--- config.mk ---
export PLATFORM = sky130hd
export DESIGN_NAME = olad_adder
export DESIGN_NICKNAME = d
export VERILOG_FILES = /design/src/rtl/olad_pkg.sv /design/src/rtl/olad_csa.sv /design/src/rtl/olad_select.sv /design/src/rtl/olad_adder.sv
export SDC_FILE = /design/constraint.sdc
export NUM_CORES = 1
export LEC_CHECK = 0
export ABC_AREA = 1
export ABC_CLOCK_PERIOD_IN_PS = 4550
export CAP_MARGIN = 20
export CELL_PAD_IN_SITES_DETAIL_PLACEMENT = 2
export CELL_PAD_IN_SITES_GLOBAL_PLACEMENT = 2
export CORE_MARGIN = 5
export CORE_UTILIZATION = 29
export CTS_BUF_LIST = sky130_fd_sc_hd__clkbuf_16
export DETAILED_ROUTE_END_ITERATION = 8
export PLACE_DENSITY = 0.89
export RECOVER_POWER = 25
export SYNTH_ARGS = -nofsm -noshare
export SYNTH_HDL_FRONTEND = slang
export SYNTH_SLANG_ARGS = --single-unit
--- constraint.sdc ---
create_clock -name clk -period 4.55 [get_ports clk]
set_input_delay 0.455 -clock clk [delete_from_list [all_inputs] [get_ports clk]]
set_output_delay 0.455 -clock clk [all_outputs]
set_load 0.01 [all_outputs]
--- src/rtl/olad_pkg.sv ---
package olad_pkg;
   localparam int DIGIT_W   = 3;   // radix-4 digit, two's complement code
   localparam int DIGIT_MAX = 3;   // largest digit magnitude (r - 1)
   localparam int FRAC_W    = 2;   // log2 of the radix: one digit shift
endpackage

--- src/rtl/olad_csa.sv ---
// Bitwise 3:2 compressor: three vectors in, sum and shifted carry out.
module olad_csa #(
   parameter int W = 6
) (
   input  logic [W-1:0] a_vec,
   input  logic [W-1:0] b_vec,
   input  logic [W-1:0] c_vec,
   output logic [W-1:0] sum_vec,
   output logic [W-1:0] cry_vec
);
   if (W < 2) begin : g_bad_w
      $error("olad_csa: W must be at least 2");
   end

   assign cry_vec[0] = 1'b0;
   for (genvar i = 0; i < W; i++) begin : g_bit
      assign sum_vec[i] = a_vec[i] ^ b_vec[i] ^ c_vec[i];
      if (i < W - 1) begin : g_cry
         assign cry_vec[i+1] = (a_vec[i] & b_vec[i]) | (a_vec[i] & c_vec[i])
                             | (b_vec[i] & c_vec[i]);
      end
   end
endmodule

--- src/rtl/olad_select.sv ---
// Digit selection: round w/4 to the nearest digit, clamp to the digit set,
// and return the remaining residual w - 4*z.
module olad_select
   import olad_pkg::*;
#(
   parameter int W_W      = 6,
   parameter int RES_W    = 4,
   parameter bit TIE_AWAY = 1'b1
) (
   input  logic signed [W_W-1:0]     w_val,
   output logic [DIGIT_W-1:0]        z_out,
   output logic signed [RES_W-1:0]   rem_out
);
   localparam int Q_W = W_W - FRAC_W + 1;

   if (W_W < 6) begin : g_bad_w
      $error("olad_select: W_W must hold the range -14..14");
   end
   if (RES_W + FRAC_W != W_W) begin : g_bad_res
      $error("olad_select: RES_W must equal W_W minus FRAC_W");
   end

   localparam logic signed [Q_W-1:0] Q_MAX = Q_W'(DIGIT_MAX);
   localparam logic signed [Q_W-1:0] Q_MIN = -Q_W'(DIGIT_MAX);

   logic signed [W_W-FRAC_W-1:0] q_floor;
   logic [FRAC_W-1:0]            frac;
   logic                         tie_up;
   logic                         rnd_up;
   logic signed [Q_W-1:0]        q_rnd;

   assign q_floor = signed'(w_val[W_W-1:FRAC_W]);
   assign frac    = w_val[FRAC_W-1:0];

   // Tie handling chosen at elaboration.
   if (TIE_AWAY) begin : g_tie_away
      assign tie_up = ~w_val[W_W-1];
   end else begin : g_tie_zero
      assign tie_up = w_val[W_W-1];
   end

   // frac == 3: round up, frac == 2: tie, frac < 2: keep the floor.
   assign rnd_up = frac[1] & (frac[0] | tie_up);
   assign q_rnd  = {q_floor[W_W-FRAC_W-1], q_floor} + {{(Q_W-1){1'b0}}, rnd_up};

   always_comb begin
      if (q_rnd > Q_MAX)      z_out = DIGIT_W'(DIGIT_MAX);
      else if (q_rnd < Q_MIN) z_out = -DIGIT_W'(DIGIT_MAX);
      else                    z_out = q_rnd[DIGIT_W-1:0];
   end

   assign rem_out = RES_W'(w_val - (W_W'(signed'(z_out)) <<< FRAC_W));
endmodule

--- src/rtl/olad_adder.sv ---
// Radix-4 on-line adder, on-line delay of one digit.
module olad_adder
   import olad_pkg::*;
#(
   parameter int RES_W    = 4,
   parameter bit TIE_AWAY = 1'b1
) (
   input  logic               clk,
   input  logic               rst_n,
   input  logic               start,
   input  logic               in_valid,
   input  logic [DIGIT_W-1:0] x_digit,
   input  logic [DIGIT_W-1:0] y_digit,
   output logic               out_valid,
   output logic [DIGIT_W-1:0] z_digit
);
   localparam int W_W = RES_W + FRAC_W;

   if (RES_W < 4) begin : g_bad_res
      $error("olad_adder: RES_W below 4 cannot hold the residual range");
   end

   logic signed [RES_W-1:0] p_q;
   logic signed [RES_W-1:0] p_eff;
   logic [W_W-1:0]          a_op, b_op, c_op;
   logic [W_W-1:0]          s_vec, c_vec;
   logic signed [W_W-1:0]   w_val;
   logic [DIGIT_W-1:0]      z_sel;
   logic signed [RES_W-1:0] rem;

   assign p_eff = start ? '0 : p_q;
   assign a_op  = {p_eff, {FRAC_W{1'b0}}};
   assign b_op  = {{(W_W-DIGIT_W){x_digit[DIGIT_W-1]}}, x_digit};
   assign c_op  = {{(W_W-DIGIT_W){y_digit[DIGIT_W-1]}}, y_digit};

   olad_csa #(.W(W_W)) u_csa (
      .a_vec  (a_op),
      .b_vec  (b_op),
      .c_vec  (c_op),
      .sum_vec(s_vec),
      .cry_vec(c_vec)
   );

   assign w_val = signed'(s_vec + c_vec);

   olad_select #(.W_W(W_W), .RES_W(RES_W), .TIE_AWAY(TIE_AWAY)) u_sel (
      .w_val  (w_val),
      .z_out  (z_sel),
      .rem_out(rem)
   );

   always_ff @(posedge clk or negedge rst_n) begin
      if (!rst_n) begin
         p_q       <= '0;
         out_valid <= 1'b0;
         z_digit   <= '0;
      end else begin
         out_valid <= in_valid;
         if (in_valid) begin
            p_q     <= rem;
            z_digit <= z_sel;
         end else if (start) begin
            p_q <= '0;
         end
      end
   end

   // one output digit in the cycle after each accepted pair
   p_valid_lag_r2: assert property (@(posedge clk) disable iff (!rst_n)
      in_valid |=> out_valid);
   p_idle_lag_r2: assert property (@(posedge clk) disable iff (!rst_n)
      !in_valid |=> !out_valid);
   // the unused code never leaves the block
   p_digit_legal_r1: assert property (@(posedge clk) disable iff (!rst_n)
      out_valid |-> z_digit != 3'b100);
   // residual stays inside half a digit
   p_resid_bound_r6: assert property (@(posedge clk) disable iff (!rst_n)
      (p_q >= -2) && (p_q <= 2));
   // gaps leave the residual alone
   p_hold_gap_r7: assert property (@(posedge clk) disable iff (!rst_n)
      !in_valid && !start |=> $stable(p_q));
   // a lone start clears the residual
   p_start_clear_r3: assert property (@(posedge clk) disable iff (!rst_n)
      start && !in_valid |=> p_q == '0);
   // a zero digit pair empties the residual
   p_flush_zero_r8: assert property (@(posedge clk) disable iff (!rst_n)
      in_valid && x_digit == '0 && y_digit == '0 |=> p_q == '0);
endmodule

# After elaboration in Yosys (flattened, before gate mapping)
# Index checks and enable logic that the tools add are counted.
dict set report totals {
  ff_bits 8
  output_inout_bits 4
}
dict set report classes {
  n_addsub 3
  magnitude_cmp 2
  muxes 4
  n_bitwise 28
}
# operator count
set ops {}
lappend ops {{1-bit AND} 10}
lappend ops {{1-bit XOR} 10}
lappend ops {{4-bit 2-to-1 mux} 2}
lappend ops {{1-bit bitwise OR} 7}
lappend ops {{6-bit adder} 1}
lappend ops {{3-bit 2-to-1 mux} 2}
lappend ops {{4-bit by 2-bit adder with 5-bit output} 1}
lappend ops {{5-bit by 3-bit greater-than comparator with 1-bit output, second input constant} 1}
lappend ops {{5-bit by 3-bit < comparator with 1-bit output, second input constant} 1}
lappend ops {{4-bit subtractor} 1}
lappend ops {{1-bit NOT} 1}

# Longest topological paths before layout
dict set report logic_depth {
  ltp_word 14
  mapped_depth 30
  depth_no_buf 30
}

# By module
# A second synthesis with hierarchy kept.
dict set report hier_totals {
  cells_unflattened 120
  area_unflattened_um2 873.3
}
# module instances cells_per_inst area_per_inst_um2 seq_area_each_um2
set modules_own_cells {}
lappend modules_own_cells {olad_adder 1 69 531.8 200.2}
lappend modules_own_cells {olad_select 1 35 195.2 0.0}
lappend modules_own_cells {olad_csa 1 16 146.4 0.0}

# Least setup slack after synthesis
# Ideal clock, no wire load.
dict set report synth_timing {
  path_type {input -> register}
  start {in start}
  end {reg p_q[3]}
  t_arrival_ps 3599
  setup_slack_ps 833
  cell_stages 28
  path_cell_list {inv_2 > nand2_1 > fa_1 > inv_1 > ha_1 > nand2_1 > inv_1 > nand2_1 > nand3_1 > nand3_2 > nand2_1 > o21ai_0 > inv_1 > ha_1 > ha_1 > or2_2 > nand2_1 > inv_1 > nand2_1 > nand2_4 > nand3b_2 > ha_1 > inv_1 > xor2_1 > inv_1 > nand3_1 > nand3_1 > nand2_1}
}
dict set report synth_between {
  elab_chain_len 14
  word_cells_on_any_way 32
  classes_between {add/sub (3); order compare (2); mux (4); bitwise (23)}
}
# element line
set synth_lines {}
lappend synth_lines {{start: declaration} olad_adder.sv:10} ;# input logic start,
lappend synth_lines {{4-bit 2-to-1 mux *} n/a}
lappend synth_lines {{1-bit AND} olad_csa.sv:19} ;# assign cry_vec[i+1] = (a_vec[i] & b_vec[i]) | (a_vec[i] & c_vec[i])
lappend synth_lines {{1-bit bitwise OR} olad_csa.sv:19}
lappend synth_lines {{1-bit bitwise OR} olad_csa.sv:20} ;# | (b_vec[i] & c_vec[i]);
lappend synth_lines {{6-bit adder *} olad_adder.sv:44} ;# assign w_val = signed'(s_vec + c_vec);
lappend synth_lines {{1-bit NOT} olad_select.sv:37} ;# assign tie_up = ~w_val[W_W-1];
lappend synth_lines {{1-bit bitwise OR} olad_select.sv:43} ;# assign rnd_up = frac[1] & (frac[0] | tie_up);
lappend synth_lines {{1-bit AND} olad_select.sv:43}
lappend synth_lines {{4-bit by 2-bit adder with 5-bit output *} olad_select.sv:44} ;# assign q_rnd = {q_floor[W_W-FRAC_W-1], q_floor} + {{(Q_W-1){1'b0}}, rnd_up};
lappend synth_lines {{5-bit by 3-bit < comparator with 1-bit output} olad_select.sv:48} ;# else if (q_rnd < Q_MIN) z_out = -DIGIT_W'(DIGIT_MAX);
lappend synth_lines {{3-bit 2-to-1 mux} olad_select.sv:48}
lappend synth_lines {{3-bit 2-to-1 mux *} olad_select.sv:47} ;# if (q_rnd > Q_MAX) z_out = DIGIT_W'(DIGIT_MAX);
lappend synth_lines {{net u_sel.z_out[0]} olad_select.sv:11} ;# output logic [DIGIT_W-1:0] z_out,
lappend synth_lines {{4-bit subtractor *} olad_select.sv:52} ;# assign rem_out = RES_W'(w_val - (W_W'(signed'(z_out)) <<< FRAC_W));
lappend synth_lines {{4-bit 2-to-1 mux *} olad_adder.sv:59} ;# if (in_valid) begin
lappend synth_lines {{end signal: assignment} olad_adder.sv:60} ;# p_q <= rem;
lappend synth_lines {{end: declaration} olad_adder.sv:23} ;# logic signed [RES_W-1:0] p_q;
# Mark *: on every way through the listed nets, which the timed path passes. The rest lies on a longest branch.
# A chain may end at the register's enable or synchronous reset.

# Final worst setup path
dict set report layout_timing {
  start {in y_digit[2]}
  end {reg p_q[3]}
}
dict set report layout_between {
  elab_chain_len 13
  word_cells_on_any_way 25
  classes_between {add/sub (3); order compare (2); mux (3); bitwise (17)}
}
# element line
set layout_lines {}
lappend layout_lines {{start: declaration} olad_adder.sv:13} ;# input logic [DIGIT_W-1:0] y_digit,
lappend layout_lines {{1-bit AND} olad_csa.sv:19}
lappend layout_lines {{1-bit bitwise OR} olad_csa.sv:19}
lappend layout_lines {{1-bit bitwise OR} olad_csa.sv:20}
lappend layout_lines {{6-bit adder *} olad_adder.sv:44}
lappend layout_lines {{1-bit NOT} olad_select.sv:37}
lappend layout_lines {{1-bit bitwise OR} olad_select.sv:43}
lappend layout_lines {{1-bit AND} olad_select.sv:43}
lappend layout_lines {{4-bit by 2-bit adder with 5-bit output *} olad_select.sv:44}
lappend layout_lines {{5-bit by 3-bit < comparator with 1-bit output} olad_select.sv:48}
lappend layout_lines {{3-bit 2-to-1 mux} olad_select.sv:48}
lappend layout_lines {{3-bit 2-to-1 mux *} olad_select.sv:47}
lappend layout_lines {{net u_sel.z_out[0]} olad_select.sv:11}
lappend layout_lines {{4-bit subtractor *} olad_select.sv:52}
lappend layout_lines {{4-bit 2-to-1 mux *} olad_adder.sv:59}
# Marks and branches as above.

==> impl_metrics.ini <==
[worst_hold_path]
hold_path_class = reg -> reg

[grt]
gr-usage-all-layers_pct = 13.8
grt_max_degree = 11
grt_pass1_wl_mm = 4.45
grt_remaining_overflow = 0
grt_pass1_vias = 998
grt_antenna_before_repair = 0

[run_status]
status = finished, final reports clean

[setup_path]
critPathMaxStageDelay_ns = 0.44
required_ns = 4.66
cp_max_fo = 4
startpoint_type = input port
crit_type = in -> reg
worstPathArrival_ns = 4.24
endpoint_kind = flip-flop
crit_slowest_cell = clkdlybuf4s50_1

[clocking]
root_buffer = clkbuf_16
postCtsHoldBufs = 0
cts.reportedPaths.clkPinSlew_ns = 0.03
clock_sinks = 8
htree_levels = 1
cts-buffers-inserted = 3
cts_tree = built
cts_buffer_depth = 2
insertion_delay_ns = 0.23

[sta]
worst_slew_pin_slew_ns = 0.356
slew_violations = 0
setup_viol_count_final = 0
fin_crit_ns = 4.13
whs_ns = 0.533
fmax_mhz = 242
skew_ns = 0.00400
hold_viol = 0
period_share_pct = 90.8
rsz0062_at_grt = false
setup-tns-final_ns = 0
relSlewSlack_pct = 76.2

[cells_and_area]
stdcell_count = 175
diodes = 0
drive_above_1_share_pct = 21.1
syn_to_final_growth_pct = 36.3
fillers = 361
fin_nets = 165

[synth]
synth.top_cell.area_share_pct = 22.9
synth_seq_cells = 8
post-synth-top-area-cell = dfrtp_1
syn_area_per_cell_um2 = 7.05
netlist_top_cells_area = dfrtp_1 (23%), nand2_1 (13%), ha_1 (13%)
syn-cell-area_um2 = 875
synth_edf_count = 0
syn_nets = 145
ys.warnings.count = 0
ys_seq_area_share_pct = 22.9
syn_inst = 124
async_flop_share_pct = 100
ys.flop_type = dfrtp_1
yosysMostFrequentCell = nand2_1
synth_common_cells = nand2_1 (31), inv_1 (25), nand3_1 (15)
yosysUniqueCellTypes = 20

[drt]
drt-total-wl_mm = 2.57
dr.pass1.iters = 4
num_vias = 852
drt_first_iter_violations = 9
ant_nets = 0
viasPerCell = 4.87
wl_per_cell_um = 14.7
drc = 0

[place]
routabilityCongestion = 0.764
dp_hpwl_mm = 2.05
io_buffers = 13
dp.cells = 171

[floorplan]
initial_core_util_pct = 29.4
die_w_um = 64.9
dieHeight_um = 64.9
pin_count = 14
coreArea_um2 = 2980
fp-row-count = 20
dieArea_um2 = 4210

[power_and_ir_drop]
power.density_nw_per_um2 = 497
vdd_drop_max_v = 0.000239
power_leakage_nw = 0.627

[job]
cap_viol_max_count = 0
## critical path, delay by kind of cell
kind	cells	cell delay (ns)
compound gates	1	0.06
xor+xnor	2	0.28
buf+inv	8	1.00
simple gates	14	1.41
fa+ha+maj	4	0.99
## timing repair
action,CTS,global route
endpoints found under the setup margin,0,1
endpoints found under the hold margin,0,0
gates resized for setup,0,7
setup buffers,0,1
## cell usage in the layout, fill, tap and decap left out
| cell type | Yosys | routed |
|---|---|---|
| buf_4 | 1 | 3 |
| nor2_4 | 2 | 2 |
| fa_1 | 2 | 2 |
| or2_2 | 1 | 1 |
| inv_1 | 25 | 25 |
| nand3b_2 | 1 | 1 |
| clkdlybuf4s50_1 | 0 | 12 |
| nand3_2 | 2 | 2 |
| a21oi_1 | 4 | 4 |
| ha_4 | 0 | 3 |
| o21ai_0 | 5 | 4 |
| clkbuf_16 | 0 | 3 |
| nand3_1 | 15 | 15 |
| nand2_1 | 31 | 31 |
| nand2_4 | 1 | 1 |
| o21ai_2 | 0 | 1 |
| a31oi_1 | 1 | 1 |
| inv_2 | 3 | 3 |
| xor2_2 | 0 | 2 |
| dfrtp_1 | 8 | 8 |
| nand3_4 | 1 | 1 |
| nand2_2 | 7 | 7 |
| ha_1 | 9 | 6 |
| nor2_1 | 2 | 2 |
| xor2_1 | 3 | 1 |
| dlygate4sd3_1 | 0 | 1 |
## logic make-up after synthesis
family,share of synthesized area [%]
simple gates,37.9
buf+inv,12.9
fa+ha+maj,17.5
compound gates,5.87
flops,22.9
xor+xnor,3.00
## through the flow
step | worst slack [ns] | utilization (%) | power (W) | area [um^2]
3_3_place_gp | 0.123 | 35.4 | 0.000399 | 1050
2_1_floorplan | 0.833 | - | 0.000322 | 875
4_1_cts | 0.109 | 37.9 | 0.000579 | 1130
5_1_grt | 0.0835 | 40.0 | 0.000650 | 1190
6_report | 0.420 | 40.0 | 0.000593 | 1190
3_5_place_dp | -0.0116 | 35.4 | 0.000421 | 1050
## worst paths after layout
kind / from / to / slack, ns / depth (start not counted)
setup / recovery: y_digit[2] / p_q[3] / 0.42 / 29
hold / removal: z_digit[0] / z_digit[0] / 0.53 / 2
setup reg to reg: p_q[2] / p_q[3] / 0.85 / 27
hold reg to reg: z_digit[0] / z_digit[0] / 0.53 / 2
max in group asynchronous: rst_n / p_q[0] / 3.72 / 1
min in group asynchronous: rst_n / z_digit[1] / 0.57 / 1
## layout make-up
type / count / area, um^2 / share of cell area [%]
clock buffer: 3 / 75.1 / 6.30
inverter: 28 / 105 / 8.81
multi-input combinational: 87 / 618 / 51.8
sequential: 8 / 200 / 16.8
tap: 33 / 41.3 / 3.46
timing repair buffer: 16 / 153 / 12.8
## power by group
part / total [W] / switching, W / leakage, nW / internal, W
combinational: 0.000338 / 0.000196 / 0.494 / 0.000142
clock: 0.000148 / 0.0000346 / 0.0370 / 0.000113
sequential: 0.000107 / 0.0000136 / 0.0962 / 0.0000937
total: 0.000593 / 0.000244 / 0.627 / 0.000349
## registers in the layout, indices dropped and copies added (netlist names)
name / cells
p_q: 4
out_valid: 1
z_digit: 3
## routing by layer
metal / global-route usage [%] / share of wire, %
met4: 3.96 / 1.1
met3: 2.77 / 2.6
met2: 27.3 / 55
met5: 0 / 0
met1: 14.4 / 41
No activity file was read; power rests on OpenSTA's default activity.
